===== src/rtl/hdlc_flag_pkg.sv =====
package hdlc_flag_pkg;

    localparam int          FLAG_LEN = 8;
    localparam logic [7:0]  FLAG_PAT = 8'h7E;

    typedef enum logic {
        PH_FLAG = 1'b0,
        PH_DATA = 1'b1
    } seq_phase_e;

endpackage


===== src/rtl/hdlc_gap_calc.sv =====
module hdlc_gap_calc #(
    parameter int CNT_W  = 4,
    parameter int OWED_W = CNT_W + 2
) (
    input  logic [CNT_W-1:0]  gap_cnt,
    input  logic              share_en,
    input  logic              rts_mode,
    output logic [OWED_W-1:0] flags_owed
);

    logic share_eff;

    always_comb begin
        share_eff = share_en & rts_mode;
        if (share_eff) begin
            if (gap_cnt == '0) flags_owed = OWED_W'(1);
            else               flags_owed = OWED_W'(gap_cnt);
        end else begin
            flags_owed = OWED_W'(gap_cnt) + OWED_W'(2);
        end
    end

endmodule


===== src/rtl/hdlc_flag_pos.sv =====
module hdlc_flag_pos #(
    parameter int LEN = 8,
    parameter int W   = $clog2(LEN)
) (
    input  logic         clk,
    input  logic         rst_n,
    input  logic         adv,
    output logic [W-1:0] pos,
    output logic         at_end
);

    localparam logic [W-1:0] LAST_POS = W'(LEN - 1);

    logic [W-1:0] pos_d, pos_q;

    always_comb begin
        pos_d = pos_q;
        if (adv) begin
            if (pos_q == LAST_POS) pos_d = '0;
            else                   pos_d = pos_q + W'(1);
        end
    end

    always_ff @(posedge clk or negedge rst_n) begin
        if (!rst_n) pos_q <= '0;
        else        pos_q <= pos_d;
    end

    assign pos    = pos_q;
    assign at_end = (pos_q == LAST_POS);

endmodule


===== src/rtl/hdlc_flag_seq.sv =====
module hdlc_flag_seq
    import hdlc_flag_pkg::*;
#(
    parameter int CNT_W = 4
) (
    input  logic             clk,
    input  logic             rst_n,
    input  logic             bit_en,
    input  logic [CNT_W-1:0] cfg_gap_cnt,
    input  logic             cfg_share_en,
    input  logic             cfg_rts_mode,
    input  logic             src_valid,
    input  logic             src_bit,
    input  logic             src_last,
    output logic             src_ready,
    output logic             tx_bit
);

    localparam int OWED_W = CNT_W + 2;
    localparam int POS_W  = $clog2(FLAG_LEN);

    typedef struct packed {
        seq_phase_e        phase;
        logic [OWED_W-1:0] owed;
        logic              tx_bit;
    } seq_state_t;

    localparam seq_state_t RESET_STATE = '{
        phase:  PH_FLAG,
        owed:   OWED_W'(1),
        tx_bit: 1'b1
    };

    seq_state_t        st_d, st_q;
    logic [OWED_W-1:0] gap_need;
    logic [POS_W-1:0]  flag_pos;
    logic              flag_end;
    logic              flag_adv;

    hdlc_gap_calc #(
        .CNT_W  (CNT_W),
        .OWED_W (OWED_W)
    ) u_gap (
        .gap_cnt    (cfg_gap_cnt),
        .share_en   (cfg_share_en),
        .rts_mode   (cfg_rts_mode),
        .flags_owed (gap_need)
    );

    hdlc_flag_pos #(
        .LEN (FLAG_LEN),
        .W   (POS_W)
    ) u_pos (
        .clk    (clk),
        .rst_n  (rst_n),
        .adv    (flag_adv),
        .pos    (flag_pos),
        .at_end (flag_end)
    );

    always_comb begin
        st_d     = st_q;
        flag_adv = 1'b0;
        if (bit_en) begin
            unique case (st_q.phase)
                PH_FLAG: begin
                    flag_adv    = 1'b1;
                    st_d.tx_bit = FLAG_PAT[flag_pos];
                    if (flag_end) begin
                        if (st_q.owed != '0) st_d.owed = st_q.owed - OWED_W'(1);
                        if ((st_q.owed <= OWED_W'(1)) && src_valid) begin
                            st_d.phase = PH_DATA;
                        end
                    end
                end
                PH_DATA: begin
                    if (src_valid) begin
                        st_d.tx_bit = src_bit;
                        if (src_last) begin
                            st_d.phase = PH_FLAG;
                            st_d.owed  = gap_need;
                        end
                    end else begin
                        st_d.tx_bit = 1'b1;
                    end
                end
                default: st_d = RESET_STATE;
            endcase
        end
    end

    always_ff @(posedge clk or negedge rst_n) begin
        if (!rst_n) st_q <= RESET_STATE;
        else        st_q <= st_d;
    end

    assign src_ready = (st_q.phase == PH_DATA);
    assign tx_bit    = st_q.tx_bit;

endmodule


===== config.mk =====
export PLATFORM = sky130hd
export DESIGN_NAME = hdlc_flag_seq
export DESIGN_NICKNAME = d
export VERILOG_FILES = /design/src/rtl/hdlc_flag_pkg.sv /design/src/rtl/hdlc_gap_calc.sv /design/src/rtl/hdlc_flag_pos.sv /design/src/rtl/hdlc_flag_seq.sv
export SDC_FILE = /design/constraint.sdc
export NUM_CORES = 1
export LEC_CHECK = 0
export BUFFER_PORTS_ARGS = -buffer_cell sky130_fd_sc_hd__buf_4
export CORE_ASPECT_RATIO = 0.75
export CORE_MARGIN = 10
export CORE_UTILIZATION = 35
export DETAILED_ROUTE_END_ITERATION = 16
export PLACE_DENSITY = 0.66
export SYNTH_ARGS = -nofsm -noshare
export SYNTH_HDL_FRONTEND = slang
export SYNTH_SLANG_ARGS = --single-unit

===== constraint.sdc =====
create_clock -name clk -period 1.6 [get_ports clk]
set_input_delay 0.08 -clock clk [delete_from_list [all_inputs] [get_ports clk]]
set_output_delay 0.08 -clock clk [all_outputs]
set_load 0.1 [all_outputs]

==> flow_summary_export.csv <==
group,metric,value,unit
grt,grt_max_degree,12,
placed_design,io_buffer_count,13,
synth,synth_seq_area_share,0.357,
placed_design,dp_hpwl,1450,um
synth,avgSynthCellArea,9.96,sq um
setup_path,path_cells,"ha_4 > ha_4 > nand3b_1 > o221ai_2 > buf_6 > o21ai_2 > a22o_1",
sta,worst_slew_pin_slew,0.334,ns
sta,period_minus_slack,1.58,ns
synth,syn_inst,78,
sta,clock_skew,0.00301,ns
setup_path,cp_common_cell,"ha_4",
pwr,seqPwrFrac,0.329,
pwr,clock_power_share,0.115,
min_path,min_to,"tx_bit$_DFFE_PN1P_",
die,die_width,74.4,um
setup_path,critPathMaxStageDelay,0.40,ns
sta,setup-tns-final,0,ns
placed_design,gp_congestion,0.838,
pwr,switching_share,0.433,
sta,rsz0062_at_grt,"yes",
setup_path,crit_path_top_delay_cell,"dfrtp_1",
setup_path,r2r_end,"st_q[4]$_DFFE_PN0P_",
setup_path,r2r.worst_path.cells,7,
finish,stdcell_count,127,
setup_path,critPathKind,"reg -> reg",
grt,grt_antenna_before_repair,0,
synth,syn_nets,96,
min_path,min-delay-path-class,"in -> reg",
sta,setup-violations-final,0,
finish,diodes,0,
clocking,cts_made_buffers,3,
synth,synth-seq-cells,11,
min_path,hold_start,"bit_en",
synth,synth_area,777,sq um
clocking,path_clk_slew,0.07,ns
die,die_y,60.8,um
setup_path,setup.worst_path.start_class,"flip-flop",
finish,layout-drive-gt1-share,0.350,
clocking,clock_latency,0.27,ns
pwr,switching_power,715,uW
setup_path,cp_data_required_time,1.76,ns
pwr,power_frac_comb,0.556,
die,die-area,0.00452,sq mm
sta,max_freq,0.632,GHz
grt,grt_pass1_wl,3150,um
die,coreArea,0.00207,sq mm
clocking,clock-root-buffer,"clkbuf_4",
clocking,cts_max_level,1,
die,pin_count,14,
synth,ys_types,32,
finish,utilization,0.498,
placed_design,dp.cells,120,
pwr,p_int,938,uW
sta,maxSlewViolCount,0,
clocking,clock-sinks,11,
drt,vias,689,
clocking,cts.path.max_buffers,2,
grt,track_usage,0.0882,
grt,grt_pass1_vias,745,
clocking,cts_tree,"built",
sta,finalHoldViolCount,0,
sta,relSlewSlack,0.777,
placed_design,preCtsSetupSlack,-0.0524,ns
die,row_count,14,
setup_path,path_delay_family,"compound AO/OA/AOI/OAI gates",
setup_path,crit_fanout,8,
setup_path,arrival,1.74,ns
pwr,p_leak,0.000464,uW
flow_run,cap_violations,0,
finish,nNetsFinal,122,
sta,finalCritPeriodShare,0.989,
drt,postRouteAntennaNets,0,
setup_path,r2r_slack,0.02,ns
setup_path,timing.rr.start,"u_pos.pos[1]$_DFFE_PN0P_",
setup_path,critPathLaunch,"u_pos.pos[1]$_DFFE_PN0P_",
synth,yosys_warnings,0,
drt,first_iter_violations,16,
pwr,ir_worst_vdd,0.000665,V
drt,drc_errors,0,
outcome,status,"finished clean",
min_path,hold_depth,2,
sta,setup_ws,0.0182,ns
setup_path,crit_buf_inv,1,
drt,wire_per_inst,14.8,um
drt,via_per_inst,5.43,
die,start_util,0.376,
setup_path,worstSetupEndpointType,"flip-flop",
finish,syn2layout_area_growth,32.4,%
grt,grt_overflow,0,
drt,first_pass_iters,4,
drt,totalWireLength,1880,um
pwr,power_density,1610,mW/mm^2
==> kinds of logic (layout without fill, tap and decap cells) <==
| kind of cell | after synthesis | in the layout | share of synthesized area |
|---|---|---|---|
| compound gates | 25 | 25 | 0.246 |
| xor+xnor | 2 | 2 | 0.0225 |
| fa+ha+maj | 6 | 6 | 0.0966 |
| buf+inv | 6 | 31 | 0.0483 |
| flops | 11 | 11 | 0.357 |
| mux | 3 | 3 | 0.0403 |
| simple gates | 25 | 25 | 0.188 |
==> per-layer routing <==
| metal | vias up | wire, um | global-route usage |
|---|---|---|---|
| li1 | 342 | - | - |
| met2 | 17 | 930 | 0.157 |
| met4 | 0 | 21 | 0.0242 |
| met3 | 2 | 81 | 0.0294 |
| met1 | 328 | 842 | 0.0988 |
| met5 | - | 0 | 0 |
==> what timing repair did <==
item | CTS | global route
setup endpoints to repair | 4 | 6
hold buffers | 1 | 0
endpoints found under the hold margin | 11 | 0
resized for setup | 3 | 3
buffers inserted | 0 | 2
pin swaps | 0 | 3
==> cell usage in the layout (no fill, tap or decap), drive strengths merged, types with 2 or more instances in the layout <==
| cell | instances |
|---|---|
| dfstp | 2 |
| nand2 | 6 |
| a22o | 3 |
| o21ai | 6 |
| buf | 22 |
| inv | 4 |
| o22ai | 2 |
| ha | 6 |
| nand3 | 4 |
| o221ai | 3 |
| a21boi | 2 |
| nand4 | 2 |
| a21o | 2 |
| dfrtp | 9 |
| xnor2 | 2 |
| mux2i | 2 |
| clkbuf | 4 |
| o21a | 2 |
| nor2 | 4 |
| nand2b | 2 |
| nor2b | 2 |
| nor3 | 3 |
==> cell type report <==
type                            count  area, sq um
Fill cell                         201         1040
Timing Repair Buffer               23          179
Clock buffer                        4         26.3
Tap cell                           24         30.0
Inverter                            4         15.0
Sequential cell                    11          282
Multi-Input combinational cell     61          497
==> through the flow <==
step	hold WS [ns]	area [sq um]	total power, uW
detailed placement	-0.0741	941	1380
finish	0.0286	1030	1650
global route	0.0359	1030	1800
CTS	0.00117	993	1610
floorplan	-0.216	783	1140
global placement	-0.0777	941	1360
==> worst max path at each step <==
stage	to	cells after the start	slack, ns
after floorplan	st_q[4]$_DFFE_PN0P_	6	-0.06
after global placement	st_q[5]$_DFFE_PN0P_	7	-0.007
after detailed placement	st_q[4]$_DFFE_PN0P_	7	-0.05
after CTS	st_q[4]$_DFFE_PN0P_	7	0.01
after global routing	st_q[5]$_DFFE_PN0P_	7	-0.09
final	st_q[4]$_DFFE_PN0P_	7	0.02
==> power groups by stage <==
stage	logic (uW)	clock network, uW	registers [uW]
global placement	845	0	518
finish	920	190	544
detailed placement	852	0	532
CTS	880	198	532
global route	1020	214	559
floorplan	503	0	637
==> sequential cells by signal, summed over array words and instances, names as in the netlist <==
register   cells
tx_bit         1
src_ready      1
st_q           6
u_pos.pos      3
==> cell usage after synthesis (all sizes together) <==
library cell | n | share of area
nand3 | 4 | 0.026
ha | 6 | 0.097
a21o | 2 | 0.019
dfrtp | 9 | 0.29
nand2 | 6 | 0.029
o22ai | 2 | 0.016
o21a | 2 | 0.019
o211a | 1 | 0.013
dfstp | 2 | 0.068
a21boi | 2 | 0.019
xnor2 | 2 | 0.023
nor4 | 1 | 0.027
a32o | 1 | 0.013
a41o | 1 | 0.013
nor3 | 3 | 0.019
mux2 | 1 | 0.014
buf | 2 | 0.029
a21oi | 1 | 0.0064
a22o | 3 | 0.034
nand4 | 2 | 0.016
o221ai | 3 | 0.042
nor2 | 4 | 0.019
nand2b | 2 | 0.026
mux2i | 2 | 0.026
o21ai | 6 | 0.043
nor2b | 2 | 0.016
a31oi | 1 | 0.0081
nand3b | 1 | 0.0097
inv | 4 | 0.019
(Power assumes the default switching activity.)
